<file path="src/rtl/bpu_pkg.sv">
package bpu_pkg;
  typedef struct packed {
    logic bypass;
    logic msb_first;
    logic wide;
  } bpu_cfg_t;
endpackage

</file>
<file path="src/rtl/bpu_rst_sync.sv">
module bpu_rst_sync (
  input  logic clk,
  input  logic rst_n_in,
  output logic rst_n_out
);
  logic [1:0] sync_q;

  always_ff @(posedge clk or negedge rst_n_in) begin
    if (!rst_n_in) sync_q <= 2'b00;
    else           sync_q <= {sync_q[0], 1'b1};
  end

  assign rst_n_out = sync_q[1];
endmodule

</file>
<file path="src/rtl/bpu_cfg_track.sv">
module bpu_cfg_track
  import bpu_pkg::*;
(
  input  logic     clk,
  input  logic     rst_n,
  input  bpu_cfg_t cfg,
  output logic     cfg_chg
);
  bpu_cfg_t cfg_q;

  always_ff @(posedge clk or negedge rst_n) begin
    if (!rst_n) cfg_q <= '0;
    else        cfg_q <= cfg;
  end

  assign cfg_chg = (cfg != cfg_q);
endmodule

</file>
<file path="src/rtl/bpu_gather.sv">
module bpu_gather
  import bpu_pkg::*;
#(
  parameter int INT_W    = 32,
  parameter int EXT_W    = 16,
  parameter int NARROW_W = 8
) (
  input  logic             clk,
  input  logic             rst_n,
  input  bpu_cfg_t         cfg,
  input  logic             cfg_chg,
  input  logic             beat_valid,
  input  logic [EXT_W-1:0] beat_data,
  output logic             beat_ready,
  output logic             word_valid,
  output logic [INT_W-1:0] word_data,
  input  logic             word_ready,
  output logic             pack_done
);
  localparam int WIDE_BEATS   = INT_W / EXT_W;
  localparam int NARROW_BEATS = INT_W / NARROW_W;
  localparam int CW           = $clog2(NARROW_BEATS);
  localparam int SW           = $clog2(INT_W);

  logic [CW-1:0]    cnt_q, cnt_d, cnt_eff, last_idx, pos;
  logic [SW-1:0]    shamt;
  logic [EXT_W-1:0] nmask;
  logic [INT_W-1:0] asm_q, asm_d, base, field, fmask;
  logic [INT_W-1:0] word_q, word_d;
  logic             valid_q, valid_d, done_d, done_q;
  logic             take, last_beat;
  logic             cnt_en, asm_en, word_en;

  // beat position inside the word
  always_comb begin
    last_idx  = cfg.wide ? CW'(WIDE_BEATS - 1) : CW'(NARROW_BEATS - 1);
    cnt_eff   = cfg_chg ? '0 : cnt_q;
    take      = beat_valid && beat_ready;
    last_beat = cfg.bypass || (cnt_eff == last_idx);
    if (cfg.bypass)         pos = '0;
    else if (cfg.msb_first) pos = last_idx - cnt_eff;
    else                    pos = cnt_eff;
    shamt = SW'(pos) * (cfg.wide ? SW'(EXT_W) : SW'(NARROW_W));
    nmask = cfg.wide ? {EXT_W{1'b1}} : EXT_W'({NARROW_W{1'b1}});
  end

  // lane merge
  always_comb begin
    field = INT_W'(beat_data & nmask) << shamt;
    fmask = INT_W'(nmask) << shamt;
    base  = (cnt_eff == '0) ? '0 : asm_q;
    asm_d = (base & ~fmask) | field;
  end

  // next state
  always_comb begin
    cnt_en  = take || cfg_chg;
    cnt_d   = (take && !last_beat) ? cnt_eff + CW'(1) : '0;
    asm_en  = take;
    word_en = take && last_beat;
    word_d  = asm_d;
    if (word_en)                  valid_d = 1'b1;
    else if (valid_q && word_ready) valid_d = 1'b0;
    else                          valid_d = valid_q;
    done_d = word_en;
  end

  // registers
  always_ff @(posedge clk or negedge rst_n) begin
    if (!rst_n) begin
      cnt_q   <= '0;
      asm_q   <= '0;
      word_q  <= '0;
      valid_q <= 1'b0;
      done_q  <= 1'b0;
    end else begin
      if (cnt_en)  cnt_q  <= cnt_d;
      if (asm_en)  asm_q  <= asm_d;
      if (word_en) word_q <= word_d;
      valid_q <= valid_d;
      done_q  <= done_d;
    end
  end

  assign beat_ready = !valid_q;
  assign word_valid = valid_q;
  assign word_data  = word_q;
  assign pack_done  = done_q;
endmodule

</file>
<file path="src/rtl/bpu_scatter.sv">
module bpu_scatter
  import bpu_pkg::*;
#(
  parameter int INT_W    = 32,
  parameter int EXT_W    = 16,
  parameter int NARROW_W = 8
) (
  input  logic             clk,
  input  logic             rst_n,
  input  bpu_cfg_t         cfg,
  input  logic             word_valid,
  input  logic [INT_W-1:0] word_data,
  output logic             word_ready,
  output logic             beat_valid,
  output logic [EXT_W-1:0] beat_data,
  input  logic             beat_ack,
  output logic             unpack_done
);
  localparam int WIDE_BEATS   = INT_W / EXT_W;
  localparam int NARROW_BEATS = INT_W / NARROW_W;
  localparam int CW           = $clog2(NARROW_BEATS);
  localparam int SW           = $clog2(INT_W);

  bpu_cfg_t         lcfg_q;
  logic [INT_W-1:0] word_q;
  logic [CW-1:0]    cnt_q, cnt_d, last_idx, pos;
  logic [SW-1:0]    shamt;
  logic [EXT_W-1:0] nmask;
  logic             busy_q, busy_d, done_d, done_q;
  logic             accept, step, last_beat, load_en, cnt_en;

  // beat selection from the captured configuration
  always_comb begin
    last_idx  = lcfg_q.wide ? CW'(WIDE_BEATS - 1) : CW'(NARROW_BEATS - 1);
    last_beat = lcfg_q.bypass || (cnt_q == last_idx);
    if (lcfg_q.bypass)         pos = '0;
    else if (lcfg_q.msb_first) pos = last_idx - cnt_q;
    else                       pos = cnt_q;
    shamt = SW'(pos) * (lcfg_q.wide ? SW'(EXT_W) : SW'(NARROW_W));
    nmask = lcfg_q.wide ? {EXT_W{1'b1}} : EXT_W'({NARROW_W{1'b1}});
    if (lcfg_q.bypass) beat_data = EXT_W'(word_q[NARROW_W-1:0]);
    else               beat_data = EXT_W'(word_q >> shamt) & nmask;
  end

  // next state
  always_comb begin
    accept  = word_valid && !busy_q;
    step    = busy_q && beat_ack;
    load_en = accept;
    cnt_en  = accept || step;
    cnt_d   = (step && !last_beat) ? cnt_q + CW'(1) : '0;
    if (accept)                 busy_d = 1'b1;
    else if (step && last_beat) busy_d = 1'b0;
    else                        busy_d = busy_q;
    done_d = step && last_beat;
  end

  // registers
  always_ff @(posedge clk or negedge rst_n) begin
    if (!rst_n) begin
      lcfg_q <= '0;
      word_q <= '0;
      cnt_q  <= '0;
      busy_q <= 1'b0;
      done_q <= 1'b0;
    end else begin
      if (load_en) begin
        lcfg_q <= cfg;
        word_q <= word_data;
      end
      if (cnt_en) cnt_q <= cnt_d;
      busy_q <= busy_d;
      done_q <= done_d;
    end
  end

  assign word_ready  = !busy_q;
  assign beat_valid  = busy_q;
  assign unpack_done = done_q;
endmodule

</file>
<file path="src/rtl/bus_pack_unit.sv">
module bus_pack_unit
  import bpu_pkg::*;
#(
  parameter int INT_W    = 32,
  parameter int EXT_W    = 16,
  parameter int NARROW_W = 8
) (
  input  logic             clk,
  input  logic             rst_n,
  input  logic             cfg_pack_off,
  input  logic             cfg_msb_first,
  input  logic             cfg_bus16,
  input  logic             rd_beat_valid,
  input  logic [EXT_W-1:0] rd_beat_data,
  output logic             rd_beat_ready,
  output logic             rd_word_valid,
  output logic [INT_W-1:0] rd_word_data,
  input  logic             rd_word_ready,
  output logic             pack_done,
  input  logic             wr_word_valid,
  input  logic [INT_W-1:0] wr_word_data,
  output logic             wr_word_ready,
  output logic             wr_beat_valid,
  output logic [EXT_W-1:0] wr_beat_data,
  input  logic             wr_beat_ack,
  output logic             unpack_done
);
  bpu_cfg_t cfg;
  logic     rst_n_s;
  logic     cfg_chg;

  assign cfg = '{bypass: cfg_pack_off, msb_first: cfg_msb_first, wide: cfg_bus16};

  bpu_rst_sync u_rst (
    .clk      (clk),
    .rst_n_in (rst_n),
    .rst_n_out(rst_n_s)
  );

  bpu_cfg_track u_cfg (
    .clk    (clk),
    .rst_n  (rst_n_s),
    .cfg    (cfg),
    .cfg_chg(cfg_chg)
  );

  bpu_gather #(.INT_W(INT_W), .EXT_W(EXT_W), .NARROW_W(NARROW_W)) u_gather (
    .clk       (clk),
    .rst_n     (rst_n_s),
    .cfg       (cfg),
    .cfg_chg   (cfg_chg),
    .beat_valid(rd_beat_valid),
    .beat_data (rd_beat_data),
    .beat_ready(rd_beat_ready),
    .word_valid(rd_word_valid),
    .word_data (rd_word_data),
    .word_ready(rd_word_ready),
    .pack_done (pack_done)
  );

  bpu_scatter #(.INT_W(INT_W), .EXT_W(EXT_W), .NARROW_W(NARROW_W)) u_scatter (
    .clk        (clk),
    .rst_n      (rst_n_s),
    .cfg        (cfg),
    .word_valid (wr_word_valid),
    .word_data  (wr_word_data),
    .word_ready (wr_word_ready),
    .beat_valid (wr_beat_valid),
    .beat_data  (wr_beat_data),
    .beat_ack   (wr_beat_ack),
    .unpack_done(unpack_done)
  );
endmodule

</file>
<file path="config.mk">
export PLATFORM = sky130hd
export DESIGN_NAME = bus_pack_unit
export DESIGN_NICKNAME = d
export VERILOG_FILES = /design/src/rtl/bpu_pkg.sv /design/src/rtl/bpu_rst_sync.sv /design/src/rtl/bpu_cfg_track.sv /design/src/rtl/bpu_gather.sv /design/src/rtl/bpu_scatter.sv /design/src/rtl/bus_pack_unit.sv
export SDC_FILE = /design/constraint.sdc
export NUM_CORES = 1
export LEC_CHECK = 0
export BUFFER_PORTS_ARGS = -buffer_cell sky130_fd_sc_hd__buf_2
export CAP_MARGIN = 20
export CORE_MARGIN = 4
export CORE_UTILIZATION = 40
export CTS_CLUSTER_DIAMETER = 30
export DETAILED_ROUTE_END_ITERATION = 10
export GPL_TIMING_DRIVEN = 1
export HOLD_SLACK_MARGIN = 0.15
export PLACE_DENSITY = 0.72
export SLEW_MARGIN = 30
export SYNTH_ARGS = -nofsm -noshare
export SYNTH_HDL_FRONTEND = slang
export SYNTH_SLANG_ARGS = --single-unit
</file>
<file path="constraint.sdc">
create_clock -name clk -period 5.6 [get_ports clk]
set_input_delay 1.68 -clock clk [delete_from_list [all_inputs] [get_ports clk]]
set_output_delay 1.68 -clock clk [all_outputs]
set_load 0.01 [all_outputs]
</file>
# Word-level counts from Yosys, hierarchy flattened

Cells that the tools add are included.

Bits in registers: 112
Bits of input ports: 57
Output and inout port bits: 54
Word-level logic and storage cells: 71

Add/subtract/negate cells: 4
$mul: 2
Equality and inequality tests: 3
Shift operators: 3
Mux-type cells: 19
Bitwise logic cells: 5
Reduce and logical (&&, ||, !) cells: 19

Operator list:

| operator            | count |
|---|---|
| $mux 16             | 3 |
| $and 16x16->16      | 2 |
| $and 32x32->32      | 1 |
| $mux 32             | 1 |
| $not 32->32         | 1 |
| $or 32x32->32       | 1 |
| $shl 16x5->32       | 1 |
| $shl 32x5->32       | 1 |
| $shr 32x5->16       | 1 |
| $mux 2              | 9 |
| $mul 2x5->5         | 2 |
| $mux 5              | 2 |
| $logic_and 1x1->1   | 8 |
| $add 2x1->2 const B | 2 |
| $eq 2x2->1          | 2 |
| $logic_not 1->1     | 4 |
| $logic_or 1x1->1    | 4 |
| $mux 1              | 4 |
| $reduce_bool 2->1   | 2 |
| $sub 2x2->2         | 2 |
| $ne 3x3->1          | 1 |
| $logic_not 2->1     | 1 |

# Longest topological paths before layout

Depth in word-level cells: 10
Gate-level depth with buffers: 9
Depth with buffers taken out: 9

# By module

Synthesis repeated with hierarchy kept, for this count alone.

Cells, all modules: 434
Area, all modules: 5223.8 µm²

By module, submodules not included:

| module        | times used | cells each | area an instance (µm²) | sequential area each (µm²) |
|---|---|---|---|---|
| bpu_gather    | 1          | 290        | 3241.9                 | 1701.6 |
| bpu_scatter   | 1          | 134        | 1821.7                 | 975.9 |
| bpu_cfg_track | 1          | 7          | 106.4                  | 75.1 |
| bpu_rst_sync  | 1          | 3          | 53.8                   | 50.0 |

# Worst setup path before layout

Ideal clock, no wire load.

Path type: input port to flip-flop
Start: input cfg_pack_off
End: register u_gather.word_q[15] (netlist: u_gather.word_data[15])
Setup time: 66 ps
Arrival: 3614 ps
Data required time: 5534 ps
Path slack: 1919 ps
Stages: 9
Buffers on the path: 0
Cells stage by stage: xor2_2 nor4_4 inv_1 ha_1 inv_1 nand2_1 or3b_1 a31oi_4 a221o_1

Word-level cells in the longest chain between the ends: 10
Elaborated cells on any way between the ends: 16
Those cells by class: add/sub: 1; mul: 1; eq/ne: 2; shift: 2; mux: 4; bitwise: 3; reduce/logical: 3

RTL lines:

| element                | line                | source |
|---|---|---|
| start: declaration     | bus_pack_unit.sv:10 | `input logic cfg_pack_off,` |
| $ne 3x3->1             | bpu_cfg_track.sv:16 | `assign cfg_chg = (cfg != cfg_q);` |
| $mux 2                 | bpu_gather.sv:37    | `cnt_eff = cfg_chg ? '0 : cnt_q;` |
| $sub 2x2->2            | bpu_gather.sv:41    | `else if (cfg.msb_first) pos = last_idx - cnt_eff;` |
| $mux 2                 | bpu_gather.sv:41    |  |
| $mux 2                 | bpu_gather.sv:40    | `if (cfg.bypass) pos = '0;` |
| $mul 2x5->5            | bpu_gather.sv:43    | `shamt = SW'(pos) * (cfg.wide ? SW'(EXT_W) : SW'(NARROW_W));` |
| $shl 16x5->32          | bpu_gather.sv:50    | `fmask = INT_W'(nmask) << shamt;` |
| $not 32->32            | bpu_gather.sv:52    | `asm_d = (base & ~fmask) \| field;` |
| $and 32x32->32         | bpu_gather.sv:52    |  |
| $or 32x32->32          | bpu_gather.sv:52    |  |
| end signal: assignment | bpu_gather.sv:79    | `if (word_en) word_q <= word_d;` |
| end: declaration       | bpu_gather.sv:29    | `logic [INT_W-1:0] word_q, word_d;` |

Several ways; a longest one is shown, not always the timed one.
A chain may end at the register's enable or synchronous reset.

# Worst setup path after layout

Start: input cfg_bus16
End: register u_gather.word_q[12] (netlist: u_gather.word_data[12])

Word-level cells in the longest chain between the ends: 10
Elaborated cells on any way between the ends: 20
Those cells by class: add/sub: 1; mul: 1; eq/ne: 2; shift: 2; mux: 7; bitwise: 4; reduce/logical: 3

RTL lines:

| element            | line                | source |
|---|---|---|
| start: declaration | bus_pack_unit.sv:12 | `input logic cfg_bus16,` |
| $ne 3x3->1         | bpu_cfg_track.sv:16 |  |
| $mux 2             | bpu_gather.sv:37    |  |
| $sub 2x2->2        | bpu_gather.sv:41    |  |
| $mux 2             | bpu_gather.sv:41    |  |
| $mux 2             | bpu_gather.sv:40    |  |
| $mul 2x5->5        | bpu_gather.sv:43    |  |
| $shl 16x5->32      | bpu_gather.sv:50    |  |
| $not 32->32        | bpu_gather.sv:52    |  |
| $and 32x32->32     | bpu_gather.sv:52    |  |
| $or 32x32->32      | bpu_gather.sv:52    |  |

Several ways; a longest one is shown, not always the timed one.

==> run summary <==
The flow ran to the end, and the final reports show no timing, DRC or antenna violations. The element type at the critical path end is a flip-flop. The gate count of the mapped netlist is ~460. Setup violations remaining at the end of the flow were counted as 0. The delay of the slowest cell on the worst path came out at 0.49 ns. The netlist area before placement is 5320 um^2. Across the run, the number of max-cap violations was 0. Among the stages of the critical path, the cell type that occurs most often is sky130_fd_sc_hd__inv_1. Of the total synthesized cell area, the portion taken by XOR and XNOR cells is 0.0195.

The classification of the worst-slack hold path is flip-flop to flip-flop. The fraction of synthesized cell area taken by the top area cell type came out at 0.527. Counting flops with an async set or reset pin after synthesis yields a share of 1.00.

The pin count of the biggest net entering global routing is approximately 70. The remaining antenna violation count is 0. Buffers inserted during clock tree synthesis total 9. The data required time of the worst path is 5.89 ns. The top achievable clock speed came out at 232 MHz. The number of flops mapped to enable cells by yosys is 0. The synthesis warning total came out at 0. The buffer depth of the longest clock path is 2. The initial core utilization is 0.414.

The number of DRC violations after detailed routing is 0. The detailed router finished its first iteration with 218 violations. The nature of the critical path startpoint is an input port.

The deepest level of the CTS H-tree came out at 3. Compared with the post-synthesis result, the final layout area differs by 19.4%. The area fraction in and, or, nand and nor cells after synthesis came out at 0.131. Yosys attributes the largest share of cell area to sky130_fd_sc_hd__dfrtp_1 (53%), sky130_fd_sc_hd__mux2_2 (7.6%), sky130_fd_sc_hd__a22o_1 (5.3%), sky130_fd_sc_hd__mux2i_1 (5.1%), sky130_fd_sc_hd__nand2_1 (4.2%).

Together, buffers and inverters on the worst path number 3. The number of different library cells in the post-synthesis netlist is 54. The smallest clock period supported by the final layout is computed as ~4.3 ns. Summed over all layers, the routed wires come to 12.5 mm. The number of detailed-routing iterations run before antenna repair is 4. For this block, the via count after detailed routing is 3972. The count of hold-fix buffers inserted at cts came out at 0.

The signal on the critical path passes through buf_2, xor2_4, nor4_4, inv_1, ha_1, inv_1, nand2_1, or3b_1, a31oi_4, a221o_1. Clock skew on the completed layout was measured at 0.00789 ns. Global routing finished with a remaining overflow of 0.

The count of inserted antenna diode cells came out at 0. For this run, the leading register cell type out of synthesis is sky130_fd_sc_hd__dfrtp_1. The transition time of the tightest slew-check pin is 0.849 ns. The congestion estimate from routability-driven global placement came to 0.909. The wire-length estimate of the detail-placed layout is just over 9 mm.

The overall track demand over capacity in global routing came out at 0.168. The overall power consumption is 2750 uW. After routing, the total negative slack on setup checks comes to 0 ns.

The number of nets handed over by synthesis was 520. After filler insertion, the fill cell instance count of the layout stands at 1142. The startpoint identified for the worst hold timing path is u_rst.sync_q[0]. The number of ports placed on the die boundary came out at 111. The total of flip-flops plus latches after synthesis came out at 112. By startpoint and endpoint, the worst setup path is classified as input port to flip-flop.

The total area of multi-input combinational cells is ~2400 um^2. The total of buffers placed on input and output ports came out at 110. The wire length per cell is 16.9 um. The initialized floorplan defines 41 standard-cell rows. The number of global-route vias before repair was 3997. The portion of synthesized area spent on multiplexers is 0.127. The vias per cell came out at 5.37. The clock sink total is 112.

The compound-cell area share of the yosys netlist came to 0.163. The clock reaches the later pin of the worst-skew pair after 0.35 ns. Across the VDD grid, the largest voltage drop is 0.161 mV. The overall die area came out at 15200 um^2. Of the available clock period, the critical path in the final layout requires 0.770.

The floorplan step set the die height to roughly 120 um. For this design, the slowest cell found on the critical path is sky130_fd_sc_hd__nor4_4. The mean cell area of the mapped netlist came out at 11.5 um^2. The number of hold violations in the final report came out at 0. The utilization after layout is 0.495. The post-CTS clock slew at the launch and capture registers of the worst setup and hold paths is 0.08 ns.

The fraction of layout cells with a size suffix above 1 is 0.326. The main combinational cell family by area after synthesis is compound AO/OA/AOI/OAI gates. In the synthesized netlist, the cells that appear most often are sky130_fd_sc_hd__dfrtp_1 (112), sky130_fd_sc_hd__nand2_1 (59), sky130_fd_sc_hd__mux2_2 (36), sky130_fd_sc_hd__a22o_1 (32), sky130_fd_sc_hd__o21ai_0 (31). Across the whole layout, storage elements account for around 2800 um^2. The core region is around 13000 um^2.

In the global route stage, met2 resource usage came out at 0.276. The first-pass GRT wire length came out at roughly 20 mm. From left edge to right edge, the die measures 123 um. The CTS tree is done. The global routing met3 resource utilization came out at 0.0357. The count of pins over their slew limit is 0. The biggest area contributor in the post-synthesis netlist is sky130_fd_sc_hd__dfrtp_1. In this run the tightest slew margin relative to its limit is 0.434. By instance count, the leading cell after synthesis is sky130_fd_sc_hd__dfrtp_1. For this run, the register share of the synthesized area comes to 0.527. The root cell of the clock tree is sky130_fd_sc_hd__clkbuf_16. The post-cts repair resize count is 0. The launch point of the critical path is cfg_bus16. The share of synthesized cell area in full adder, half adder and majority cells is 0.00235.

The startpoint identified for the worst register-to-register timing path is u_cfg.cfg_q[2]. Dividing total power by cell area gives a power density of 434 nW/um^2. The leakage power total is ~0.0030 uW. The total setup buffers inserted after CTS is 0. The data arrival time at the worst-slack endpoint came out at 4.60 ns. At the end of the flow, the number of nets in the layout was 620.

In the global route stage, met1 resource usage came out at 0.222. Setup repair after global routing left no endpoint under its margin. The layer flagged by global routing as most heavily used is met2. Of all nets on the critical path, the largest fanout is 23. The kind of cell adding the most delay to the critical path is simple AND/OR/NAND/NOR gates.

The initial antenna violation count is 0.
==> sequential cells by signal (all words and copies together) (netlist names) <==
| signal | count |
|---|---|
| u_scatter.beat_valid | 1 |
| u_gather.word_data | 32 |
| u_scatter.word_q | 32 |
| u_gather.asm_q | 32 |
| u_scatter.cnt_q | 2 |
| u_gather.word_valid | 1 |
| u_gather.pack_done | 1 |
| u_gather.cnt_q | 2 |
| u_rst.sync_q | 2 |
| u_scatter.lcfg_q | 3 |
| u_scatter.unpack_done | 1 |
| u_cfg.cfg_q | 3 |
==> layer usage <==
metal,up-vias,share of wire
met2,144,0.47
met3,14,0.067
met5,-,0
met1,1949,0.45
li1,1865,-
met4,0,0.014
==> cells in the final DEF (no fill, tap or decap), drive strengths merged, types with 2 or more instances in the layout <==
master  instances
o22ai           2
a31oi           2
mux2           36
nand2          59
nor2b          19
a22o           32
clkinv          3
mux2i          27
xnor2           3
dfrtp         112
o21ai          33
nand2b          5
a21oi           2
xor2            5
nand3           3
a221o          16
and2           16
nand3b          2
buf           115
clkbuf          9
nor4            3
a21o            3
nor3            3
nand4           2
nor2           19
inv             9
bufinv          2
o221ai          8
==> metrics by stage <==
stage | std cells | hold slack (ns) | worst slack, ns | cell area, um^2
after global routing | 739 | 0.363 | 1.05 | 6350
after floorplan | 462 | 0.331 | 1.92 | 5320
final | 739 | 0.356 | 1.29 | 6350
after CTS | 739 | 0.359 | 1.30 | 6350
after global placement | 722 | 0.337 | 1.05 | 6000
after detailed placement | 723 | 0.340 | 0.922 | 6010
==> where the power goes <==
part | leakage, uW | total, uW | internal [uW] | switching [uW]
Combinational | 0.00144 | 896 | 425 | 471
Clock | 0.000161 | 708 | 401 | 307
Sequential | 0.00143 | 1150 | 1010 | 139
Total | 0.00303 | 2750 | 1840 | 916
==> cells by family after synthesis <==
| kind of cell | Yosys count |
|---|---|
| simple gates | 136 |
| flops | 112 |
| compound gates | 107 |
| mux | 63 |
| buf+inv | 34 |
| xor+xnor | 8 |
| fa+ha+maj | 1 |
| other cells | 1 |
==> area by class of cell <==
| class | instances | area share |
|---|---|---|
| flip-flops and latches | 112 | 0.442 |
| well taps | 172 | 0.0339 |
| clock inverters | 7 | 0.0177 |
| clock buffers | 9 | 0.0355 |
| repair buffers | 115 | 0.0938 |
| inverters | 8 | 0.00473 |
| multi-input cells | 316 | 0.372 |
==> final timing paths <==
path	to	slack, ns	depth (start not counted)
setup / recovery	u_gather.word_data[12]	1.29	10
hold / removal	u_rst.sync_q[1]	0.36	0
setup reg to reg	u_gather.word_data[12]	2.48	9
hold reg to reg	u_rst.sync_q[1]	0.36	0
max in group asynchronous	u_gather.asm_q[2]	4.07	1
min in group asynchronous	u_scatter.word_q[12]	0.45	0
No activity file was read; power rests on OpenSTA's default activity.
